## src/rtl/vq_pkg.sv

```systemverilog
package vq_pkg;
  localparam int WORD_W      = 64;
  localparam int IDX_W       = 16;
  localparam int LEN_W       = 32;
  localparam int DESC_BYTES  = 16;
  localparam int AVAIL_HDR   = 4;
  localparam int FLG_NEXT    = 0;
  localparam int FLG_WRITE   = 1;
  localparam int W1_FLG_LSB  = 32;
  localparam int W1_NXT_LSB  = 48;
  localparam int AIDX_LSB    = 16;

  typedef enum logic [2:0] {
    ST_IDLE, ST_AIDX, ST_ENT, ST_DLO, ST_DHI, ST_EMIT
  } walk_st_e;
endpackage

```

## src/rtl/vq_layout.sv

```systemverilog
module vq_layout import vq_pkg::*; #(
  parameter int ADDR_W     = 64,
  parameter int PFN_W      = 32,
  parameter int PAGE_SHIFT = 12,
  parameter int LG_W       = 4
) (
  input  logic              clk_i,
  input  logic              rst_ni,
  input  logic              cfg_i,
  input  logic [PFN_W-1:0]  pfn_i,
  input  logic [LG_W-1:0]   ring_lg_i,
  output logic [ADDR_W-1:0] desc_base_o,
  output logic [ADDR_W-1:0] avail_base_o,
  output logic [ADDR_W-1:0] used_base_o,
  output logic [LG_W-1:0]   ring_lg_o,
  output logic              live_o
);
  localparam logic [ADDR_W-1:0] PMASK = {{(ADDR_W-PAGE_SHIFT){1'b0}}, {PAGE_SHIFT{1'b1}}};

  logic [ADDR_W-1:0] desc_n, avail_n, aend_n, used_n;
  logic              live_n;

  always_comb begin
    live_n  = (pfn_i != '0);
    desc_n  = ADDR_W'(pfn_i) << PAGE_SHIFT;
    avail_n = desc_n + (ADDR_W'(DESC_BYTES) << ring_lg_i);
    aend_n  = avail_n + ADDR_W'(AVAIL_HDR) + (ADDR_W'(2) << ring_lg_i);
    used_n  = (aend_n + PMASK) & ~PMASK;
  end

  always_ff @(posedge clk_i or negedge rst_ni) begin
    if (!rst_ni) begin
      desc_base_o  <= '0;
      avail_base_o <= '0;
      used_base_o  <= '0;
      ring_lg_o    <= '0;
      live_o       <= 1'b0;
    end else if (cfg_i) begin
      live_o    <= live_n;
      ring_lg_o <= ring_lg_i;
      if (live_n) begin
        desc_base_o  <= desc_n;
        avail_base_o <= avail_n;
        used_base_o  <= used_n;
      end else begin
        desc_base_o  <= '0;
        avail_base_o <= '0;
        used_base_o  <= '0;
      end
    end
  end

  // available ring sits above the table
  a_r2_avail_above_desc: assert property (@(posedge clk_i) disable iff (!rst_ni)
    live_o |-> avail_base_o > desc_base_o);
  // used ring on a later page, within one page of the avail end
  a_r3_used_above_avail: assert property (@(posedge clk_i) disable iff (!rst_ni)
    live_o |-> (used_base_o > avail_base_o) && (used_base_o[PAGE_SHIFT-1:0] == '0));
  // unconfigured queue exposes zero bases
  a_r1_zero_when_idle: assert property (@(posedge clk_i) disable iff (!rst_ni)
    !live_o |-> (desc_base_o == '0) && (used_base_o == '0));
endmodule

```

## src/rtl/vq_addr_gen.sv

```systemverilog
module vq_addr_gen import vq_pkg::*; #(
  parameter int ADDR_W = 64,
  parameter int LG_W   = 4
) (
  input  walk_st_e          st_i,
  input  logic [ADDR_W-1:0] desc_base_i,
  input  logic [ADDR_W-1:0] avail_base_i,
  input  logic [LG_W-1:0]   ring_lg_i,
  input  logic [IDX_W-1:0]  avail_next_i,
  input  logic [IDX_W-1:0]  cur_idx_i,
  output logic [ADDR_W-1:0] addr_o,
  output logic [1:0]        lane_o
);
  localparam int DSH = $clog2(DESC_BYTES);

  logic [IDX_W-1:0]  idx_mask, slot, dslot;
  logic [ADDR_W-1:0] ent_byte, dsc_byte;

  always_comb begin
    idx_mask = ~({IDX_W{1'b1}} << ring_lg_i);
    slot     = avail_next_i & idx_mask;
    dslot    = cur_idx_i & idx_mask;
    ent_byte = avail_base_i + ADDR_W'(AVAIL_HDR) + (ADDR_W'(slot) << 1);
    dsc_byte = desc_base_i + (ADDR_W'(dslot) << DSH);
    lane_o   = ent_byte[2:1];
    unique case (st_i)
      ST_AIDX: addr_o = avail_base_i;
      ST_ENT:  addr_o = {ent_byte[ADDR_W-1:3], 3'b000};
      ST_DLO:  addr_o = dsc_byte;
      ST_DHI:  addr_o = dsc_byte + ADDR_W'(8);
      default: addr_o = '0;
    endcase
  end
endmodule

```

## src/rtl/vq_walker.sv

```systemverilog
module vq_walker import vq_pkg::*; #(
  parameter int LG_W  = 4,
  parameter int CNT_W = 16
) (
  input  logic              clk_i,
  input  logic              rst_ni,
  input  logic              cfg_i,
  input  logic              live_i,
  input  logic [LG_W-1:0]   ring_lg_i,
  input  logic              fetch_i,
  input  logic              gnt_i,
  input  logic [WORD_W-1:0] rdata_i,
  input  logic [1:0]        lane_i,
  input  logic              seg_ready_i,
  output walk_st_e          st_o,
  output logic [IDX_W-1:0]  cur_o,
  output logic [IDX_W-1:0]  avail_next_o,
  output logic              req_o,
  output logic              seg_valid_o,
  output logic [WORD_W-1:0] seg_addr_o,
  output logic [LEN_W-1:0]  seg_len_o,
  output logic              seg_wr_o,
  output logic              done_o,
  output logic              empty_o,
  output logic              err_o,
  output logic [IDX_W-1:0]  head_o,
  output logic [CNT_W-1:0]  n_in_o,
  output logic [CNT_W-1:0]  n_out_o
);
  walk_st_e         st;
  logic [15:0]      flags;
  logic [IDX_W-1:0] nxt, ent_val, guest_idx;
  logic [CNT_W-1:0] hops, hops_nx, ring_size;

  always_comb begin
    ent_val   = rdata_i[{lane_i, 4'b0000} +: IDX_W];
    guest_idx = rdata_i[AIDX_LSB +: IDX_W];
    ring_size = CNT_W'(1) << ring_lg_i;
    hops_nx   = hops + 1'b1;
    req_o     = (st == ST_AIDX) || (st == ST_ENT) || (st == ST_DLO) || (st == ST_DHI);
    seg_valid_o = (st == ST_EMIT);
    seg_wr_o  = flags[FLG_WRITE];
    st_o      = st;
  end

  always_ff @(posedge clk_i or negedge rst_ni) begin
    if (!rst_ni) begin
      st           <= ST_IDLE;
      avail_next_o <= '0;
      cur_o        <= '0;
      head_o       <= '0;
      seg_addr_o   <= '0;
      seg_len_o    <= '0;
      flags        <= '0;
      nxt          <= '0;
      hops         <= '0;
      n_in_o       <= '0;
      n_out_o      <= '0;
      done_o       <= 1'b0;
      empty_o      <= 1'b0;
      err_o        <= 1'b0;
    end else begin
      done_o <= 1'b0;
      if (cfg_i) begin
        st           <= ST_IDLE;
        avail_next_o <= '0;
      end else begin
        unique case (st)
          ST_IDLE: if (fetch_i && live_i) begin
            st      <= ST_AIDX;
            empty_o <= 1'b0;
            err_o   <= 1'b0;
            n_in_o  <= '0;
            n_out_o <= '0;
            hops    <= '0;
          end
          ST_AIDX: if (gnt_i) begin
            if (guest_idx == avail_next_o) begin
              empty_o <= 1'b1;
              done_o  <= 1'b1;
              st      <= ST_IDLE;
            end else begin
              st <= ST_ENT;
            end
          end
          ST_ENT: if (gnt_i) begin
            head_o       <= ent_val;
            cur_o        <= ent_val;
            avail_next_o <= avail_next_o + 1'b1;
            st           <= ST_DLO;
          end
          ST_DLO: if (gnt_i) begin
            seg_addr_o <= rdata_i;
            st         <= ST_DHI;
          end
          ST_DHI: if (gnt_i) begin
            seg_len_o <= rdata_i[LEN_W-1:0];
            flags     <= rdata_i[W1_FLG_LSB +: 16];
            nxt       <= rdata_i[W1_NXT_LSB +: IDX_W];
            st        <= ST_EMIT;
          end
          ST_EMIT: if (seg_ready_i) begin
            if (flags[FLG_WRITE]) n_in_o  <= n_in_o + 1'b1;
            else                  n_out_o <= n_out_o + 1'b1;
            hops <= hops_nx;
            if (!flags[FLG_NEXT]) begin
              done_o <= 1'b1;
              st     <= ST_IDLE;
            end else if (hops_nx == ring_size) begin
              err_o  <= 1'b1;
              done_o <= 1'b1;
              st     <= ST_IDLE;
            end else begin
              cur_o <= nxt;
              st    <= ST_DLO;
            end
          end
          default: st <= ST_IDLE;
        endcase
      end
    end
  end

  // empty fetch reports no segments
  a_r4_empty_no_segs: assert property (@(posedge clk_i) disable iff (!rst_ni)
    done_o && empty_o |-> (n_in_o == '0) && (n_out_o == '0));
  // an aborted chain emitted exactly ring-size segments
  a_r9_err_full_ring: assert property (@(posedge clk_i) disable iff (!rst_ni)
    done_o && err_o |-> (n_in_o + n_out_o) == ring_size);
  // a finished non-empty request carries at least one segment
  a_r8_nonempty_counts: assert property (@(posedge clk_i) disable iff (!rst_ni)
    done_o && !empty_o |-> (n_in_o + n_out_o) != '0);
  // request, segment and done phases never overlap
  a_r7_one_phase: assert property (@(posedge clk_i) disable iff (!rst_ni)
    $onehot0({req_o, seg_valid_o, done_o}));
  // a stalled segment keeps its fields
  a_r11_seg_hold: assert property (@(posedge clk_i) disable iff (!rst_ni)
    seg_valid_o && !seg_ready_i && !cfg_i |=>
      seg_valid_o && $stable(seg_addr_o) && $stable(seg_len_o) && $stable(seg_wr_o));
endmodule

```

## src/rtl/vq_chain_fetch.sv

```systemverilog
module vq_chain_fetch import vq_pkg::*; #(
  parameter  int ADDR_W     = 64,
  parameter  int PFN_W      = 32,
  parameter  int PAGE_SHIFT = 12,
  parameter  int LG_MAX     = 15,
  localparam int LG_W       = $clog2(LG_MAX + 1),
  localparam int CNT_W      = LG_MAX + 1
) (
  input  logic              clk_i,
  input  logic              rst_ni,
  input  logic              cfg_i,
  input  logic [PFN_W-1:0]  pfn_i,
  input  logic [LG_W-1:0]   ring_lg_i,
  input  logic              fetch_i,
  output logic              mem_req_o,
  output logic [ADDR_W-1:0] mem_addr_o,
  input  logic              mem_gnt_i,
  input  logic [63:0]       mem_rdata_i,
  output logic              seg_valid_o,
  input  logic              seg_ready_i,
  output logic [63:0]       seg_addr_o,
  output logic [31:0]       seg_len_o,
  output logic              seg_wr_o,
  output logic              done_o,
  output logic              empty_o,
  output logic              err_o,
  output logic [15:0]       head_o,
  output logic [CNT_W-1:0]  n_in_o,
  output logic [CNT_W-1:0]  n_out_o,
  output logic [15:0]       avail_next_o,
  output logic [ADDR_W-1:0] desc_base_o,
  output logic [ADDR_W-1:0] avail_base_o,
  output logic [ADDR_W-1:0] used_base_o
);
  logic [LG_W-1:0]  ring_lg;
  logic             live;
  walk_st_e         st;
  logic [IDX_W-1:0] cur_idx;
  logic [1:0]       lane;

  vq_layout #(
    .ADDR_W(ADDR_W), .PFN_W(PFN_W), .PAGE_SHIFT(PAGE_SHIFT), .LG_W(LG_W)
  ) u_layout (
    .clk_i(clk_i), .rst_ni(rst_ni), .cfg_i(cfg_i), .pfn_i(pfn_i),
    .ring_lg_i(ring_lg_i), .desc_base_o(desc_base_o), .avail_base_o(avail_base_o),
    .used_base_o(used_base_o), .ring_lg_o(ring_lg), .live_o(live)
  );

  vq_addr_gen #(.ADDR_W(ADDR_W), .LG_W(LG_W)) u_addr (
    .st_i(st), .desc_base_i(desc_base_o), .avail_base_i(avail_base_o),
    .ring_lg_i(ring_lg), .avail_next_i(avail_next_o), .cur_idx_i(cur_idx),
    .addr_o(mem_addr_o), .lane_o(lane)
  );

  vq_walker #(.LG_W(LG_W), .CNT_W(CNT_W)) u_walk (
    .clk_i(clk_i), .rst_ni(rst_ni), .cfg_i(cfg_i), .live_i(live),
    .ring_lg_i(ring_lg), .fetch_i(fetch_i), .gnt_i(mem_gnt_i),
    .rdata_i(mem_rdata_i), .lane_i(lane), .seg_ready_i(seg_ready_i),
    .st_o(st), .cur_o(cur_idx), .avail_next_o(avail_next_o), .req_o(mem_req_o),
    .seg_valid_o(seg_valid_o), .seg_addr_o(seg_addr_o), .seg_len_o(seg_len_o),
    .seg_wr_o(seg_wr_o), .done_o(done_o), .empty_o(empty_o), .err_o(err_o),
    .head_o(head_o), .n_in_o(n_in_o), .n_out_o(n_out_o)
  );

  // held request keeps its address until granted
  a_r10_req_hold: assert property (@(posedge clk_i) disable iff (!rst_ni)
    mem_req_o && !mem_gnt_i && !cfg_i |=> mem_req_o && $stable(mem_addr_o));
  // reads are word aligned
  a_r10_aligned: assert property (@(posedge clk_i) disable iff (!rst_ni)
    mem_req_o |-> mem_addr_o[2:0] == 3'b000);
  // no reads from an unconfigured queue
  a_r12_idle_unconf: assert property (@(posedge clk_i) disable iff (!rst_ni)
    mem_req_o |-> desc_base_o != '0);
endmodule

```

## config.mk

```make
export PLATFORM = sky130hd
export DESIGN_NAME = vq_chain_fetch
export DESIGN_NICKNAME = d
export VERILOG_FILES = /design/src/rtl/vq_pkg.sv /design/src/rtl/vq_layout.sv /design/src/rtl/vq_addr_gen.sv /design/src/rtl/vq_walker.sv /design/src/rtl/vq_chain_fetch.sv
export SDC_FILE = /design/constraint.sdc
export NUM_CORES = 1
export LEC_CHECK = 0
export BUFFER_PORTS_ARGS = -buffer_cell sky130_fd_sc_hd__buf_4
export CORE_AREA = 2 2 205 207
export CTS_BUF_LIST = sky130_fd_sc_hd__clkbuf_8 sky130_fd_sc_hd__clkbuf_16
export DETAILED_ROUTE_END_ITERATION = 10
export DIE_AREA = 0 0 207 209
export HOLD_SLACK_MARGIN = 0.1
export PLACE_DENSITY = 0.83
export REMOVE_ABC_BUFFERS = 1
export SYNTH_ARGS = -nofsm -noshare
export SYNTH_HDL_FRONTEND = slang
export SYNTH_SLANG_ARGS = --single-unit
export TNS_END_PERCENT = 100
```

## constraint.sdc

```tcl
create_clock -name clk_i -period 5.65 [get_ports clk_i]
set_input_delay 0.565 -clock clk_i [delete_from_list [all_inputs] [get_ports clk_i]]
set_output_delay 0.565 -clock clk_i [all_outputs]
set_load 0.01 [all_outputs]
```

# Word level (Yosys, flattened, before mapping)
# Index checks and enable logic that the tools add are counted.
[word_totals]
out_inout_bits = 422
in_bits = 106
reg_bits = 413
wordCells = 132
[op_classes]
n_eq_ne = 23
bitwise_logic = 4
shifts = 5
n_reduce_logical = 22
muxes = 47
n_addsub = 12
[op_table]
columns = ["operator", "n"]
rows = [
  ["$pmux 64 s4", 1],
  ["$mux 16", 13],
  ["$add 64x3->64 const B", 2],
  ["$mux 64", 2],
  ["$pmux 16 s2", 4],
  ["$add 16x1->16 const B", 4],
  ["$add 44x64->64", 1],
  ["$add 64x12->64 const B", 1],
  ["$add 64x17->64", 1],
  ["$add 64x20->64", 1],
  ["$add 64x4->64 const B", 1],
  ["$add 64x64->64", 1],
  ["$shiftx 64x7->16", 1],
  ["$shl 2x4->64 const A", 1],
  ["$shl 5x4->64 const A", 1],
  ["$mux 44", 1],
  ["$and 16x16->16", 2],
  ["$eq 16x16->1", 2],
  ["$reduce_bool 32->1", 1],
  ["$mux 3", 7],
  ["$pmux 3 s6", 1],
  ["$reduce_and 6->1", 3],
  ["$not 16->16", 1],
  ["$shl 1x4->16 const A", 1],
  ["20 further kinds", 59],
]

# Longest topological paths before layout
[depth]
word_depth = 7
depth_mapped = 21
depth_no_buf = 18

# By module
# From an unflattened synthesis, not the netlist that was laid out.
[unflattened]
hier_cells = 2798
area_unflattened_um2 = 25174.1
[by_module_without_submodules]
columns = ["mod", "instances", "cells_per_inst", "area_per_inst_um2"]
rows = [
  ["vq_walker", 1, 959, 10796.6],
  ["vq_addr_gen", 1, 1127, 7360.8],
  ["vq_layout", 1, 712, 7016.7],
]

# Worst setup path after synthesis
# No wires, ideal clock.
[synth_path]
kind = "register to output"
startpoint = "register u_layout.ring_lg_o[3]"
endpoint = "output port mem_addr_o[30]"
path_stages_with_launch = 16
t_arrival_ns = 4.330
slack_ns = 0.755
n_path_buf = 4
path_cell_list = "dfrtp_1 > clkbuf_1 > clkbuf_1 > clkbuf_1 > o21a_1 > ha_1 > ha_1 > a31o_2 > a21oi_1 > o31ai_1 > a2111oi_0 > o31ai_1 > and2_0 > clkbuf_1 > nand3_1 > o311ai_0"
[synth_via]
elab_chain_cells = 6
elab_cells_between_ends = 8
classes_between = "3 x add/sub; 1 x shift; 1 x mux; 3 x bitwise"
[synth_lines]
columns = ["item", "line", "source"]
rows = [
  ["from (decl)", "vq_layout.sv:15", "output logic [LG_W-1:0] ring_lg_o,"],
  ["from (signal assigned)", "vq_layout.sv:40", "ring_lg_o <= ring_lg_i;"],
  ["$shl 16x4->16 (*)", "vq_addr_gen.sv:20", "idx_mask = ~({IDX_W{1'b1}} << ring_lg_i);"],
  ["$not 16->16 (*)", "vq_addr_gen.sv:20", ""],
  ["$and 16x16->16", "vq_addr_gen.sv:22", "dslot = cur_idx_i & idx_mask;"],
  ["$add 64x20->64", "vq_addr_gen.sv:24", "dsc_byte = desc_base_i + (ADDR_W'(dslot) << DSH);"],
  ["$add 64x4->64", "vq_addr_gen.sv:30", "ST_DHI: addr_o = dsc_byte + ADDR_W'(8);"],
  ["$pmux 64 s4 (*)", "vq_addr_gen.sv:26", "unique case (st_i)"],
  ["to (decl)", "vq_chain_fetch.sv:16", "output logic [ADDR_W-1:0] mem_addr_o,"],
]
# Every way passes the cells marked *; elsewhere a longest branch is shown, timed or not.

# Worst setup path after layout
[layout_path]
startpoint = "register u_layout.ring_lg_o[0]"
endpoint = "output port mem_addr_o[31]"
# Same word-level chain as after synthesis.

==> flow_metrics.tcl <==
set metrics [dict create \
    postCtsSetupBuffers 0 \
    p_leak_nw 12.16 \
    tightest_slew_ns 1.287 \
    endpoint_kind "primary output" \
    synth_top_area_cell "dfrtp_1" \
    fmax_ghz 0.1850 \
    gp_congestion 0.9773 \
    syn_area_sq_um 20590 \
    fp.coreArea_sq_um 41290 \
    drv_cap 0 \
    ios 528 \
    pre_cts_ws_ns 0.4870 \
    fin_cells 3120 \
    place_area_sq_um 23830 \
    antenna_left 0 \
    synth_flop_cell "dfrtp_1" \
    synth-seq-cells 326 \
    place_hpwl_um 51030 \
    yosys-top-cells-area "dfrtp_1 (40%), mux2_2 (6.9%), xnor2_1 (4.5%)" \
    post-route-min-period_ns 5.405 \
    cts_tree "built" \
    fin_nets 2726 \
    yosysTopAreaCellShare_pct 39.63 \
    hold_class "in2reg" \
    cellPowerDensity_nw_per_um2 340.2 \
    grtUsageMet3_pct 5.621 \
    use_met1_pct 40.07 \
    row_count 75 \
    die_w_um 207 \
    start_util_pct 49.86 \
    ctsHtreeMaxLevel 2 \
    grt_use_total_pct 30.09 \
    grt_first_pass_wirelength_um 103900 \
    final_core_util_pct 60.83 \
    placed_cells 3053 \
    drtIter0Drc 2038 \
    busiest_layer "met2" \
    worst_slack_ns 0.2454 \
    fin_skew_ns 0.02246 \
    yosysSeqAreaShare_pct 39.63 \
    critPathLaunchType "flip-flop" \
    cts_buffers 37 \
    synth_common_cells "dfrtp_1 (326), nand2_1 (217), nor2_1 (136), mux2_2 (127)" \
    synth_area_per_cell_sq_um 9.409 \
    firstDrtPassIters 6 \
    die_area_sq_um 43260 \
    setup_viol 0 \
    ir_worst_vdd_uv 310.9 \
    rsz0062_at_grt "false" \
    clk_pin_slew_worst_paths_ns 0.06 \
    grt_max_degree 104 \
    tns_ns 0 \
    first_global_vias 17960 \
    portBuffers 421 \
    post_drt_wl_per_cell_um 21.78 \
    run_status "completed" \
    clk_latency_ns 0.57 \
    fin_crit_sh_pct 95.66 \
    power_mw 8.544 \
    yosysMostFrequentCell "dfrtp_1" \
    cts_num_sinks 326 \
    crit_required_ns 5.09 \
    cts_buffer_depth 3 \
    cp.arrival_ns 4.84 \
    ys_types 89 \
    wirelength_um 67940 \
    area_growth_syn_to_layout_pct 22.01 \
    drive_gt1_share_pct 26.15 \
    antenna_found_initial 0 \
    cp_max_fo 18 \
    ys_warn_count 0 \
    synth_edf_count 0 \
    finalHoldViolations 0 \
    syn_inst 2188 \
    via_count 18840 \
    drc 0 \
    grt_use_met2_pct 48.68 \
    grt-ovfl-total 0 \
    root_buffer "clkbuf_16" \
    dieHeight_um 209 \
    max-slew-margin-rel_pct 14.19 \
    worstSetupPathType "reg2out" \
    avgViaCountPerCell 6.038 \
    maxSlewViolCount 0 \
    final_area_sq_um 25120 \
    synthArstFlopShare_pct 100.0 \
    hold_ws_ns 0.2513 \
    antenna_cells 0 \
]
-- cell usage in the layout, fill, tap and decap left out, drive strengths merged, types with 66 or more instances in the layout --
cell type    n
nor2       137
nand3       75
inv         76
a21oi       71
xor2        66
nand2      217
xnor2      105
conb       109
buf        453
mux2       128
dfrtp      326
o21ai      107
-- worst max-delay path: stages (launching register included) --
cell,delay (ns)
dfrtp_1,0.36
buf_4,0.19
inv_1,0.20
nand2_1,0.12
and2_1,0.18
o21a_1,0.17
ha_1,0.28
ha_1,0.35
a21o_1,0.19
a21oi_1,0.23
o21bai_1,0.16
a2111oi_4,0.40
nor3_2,0.15
o21ai_0,0.43
nor3_1,0.15
xnor2_1,0.15
a221o_1,0.39
buf_4,0.16
-- power by group --
| part | internal [mW] | switching (mW) | total [mW] | leakage, nW |
|---|---|---|---|---|
| sequential | 2.84 | 0.405 | 3.24 | 4.22 |
| clock | 1.43 | 1.05 | 2.47 | 0.640 |
| combinational | 1.32 | 1.51 | 2.83 | 7.30 |
| total | 5.58 | 2.96 | 8.54 | 12.2 |
-- kinds of logic (layout without fill, tap and decap cells) --
family	after synthesis	count (layout)	synth area share, %
compound gates	469	469	16.28
xor+xnor	171	171	7.275
fa+ha+maj	68	68	4.182
buf+inv	300	585	7.500
flops	326	326	39.63
mux	153	153	8.236
other cells	1	109	0.01822
simple gates	700	700	16.88
-- metal layers --
metal | wire (um) | vias to the layer above | share of wire, %
met5 | 0 | - | 0
met4 | 2749 | 0 | 4.0
met3 | 5893 | 174 | 8.7
met2 | 32140 | 1018 | 47
met1 | 27150 | 9226 | 40
li1 | - | 8420 | -
-- worst paths after layout --
path	cells after the start	start	slack, ns	endpoint
worst max-delay path	17	u_layout.ring_lg_o[0]$_DFFE_PN0P_	0.25	mem_addr_o[31]
worst min-delay path	2	mem_rdata_i[38]	0.25	u_walk.seg_addr_o[38]$_DFFE_PN0P_
worst max register to register	9	u_walk.st_o[1]$_DFFE_PN0P_	1.60	u_walk.n_out_o[15]$_DFFE_PN0P_
worst min register to register	2	u_walk.head_o[14]$_DFFE_PN0P_	0.48	u_walk.head_o[14]$_DFFE_PN0P_
max in group asynchronous	3	rst_ni	3.61	u_walk.head_o[15]$_DFFE_PN0P_
min in group asynchronous	2	rst_ni	0.65	u_walk.n_in_o[6]$_DFFE_PN0P_
-- sequential cells by signal (all words and copies together) (netlist names) --
register	cells
u_walk.head_o	16
u_walk.n_out_o	16
u_walk.empty_o	1
u_layout.ring_lg_o	4
u_layout.live_o	1
u_walk.done_o	1
u_layout.used_base_o	34
u_walk.err_o	1
u_walk.seg_len_o	32
u_walk.seg_addr_o	64
u_walk.st_o	3
u_layout.avail_base_o	41
u_walk.n_in_o	16
u_layout.desc_base_o	32
u_walk.hops	16
u_walk.cur_o	15
u_walk.flags	2
u_walk.nxt	15
u_walk.avail_next_o	16
-- final cells by class --
cell class	count	area [sq um]
Fill cell	3418	16170
Multi-Input combinational cell	1670	11370
Sequential cell	326	8158
Timing Repair Buffer	454	3431
Clock buffer	42	1006
Tap cell	539	674.4
Inverter	65	244.0
Clock inverter	24	234.0
-- what timing repair did --
item | in CTS | in global routing
hold buffers | 1 | 0
endpoints found under the setup margin | 0 | 23
endpoints found under the hold margin | 56 | 0
gates resized for setup | 0 | 11
Power figures use the tool's default switching activity.
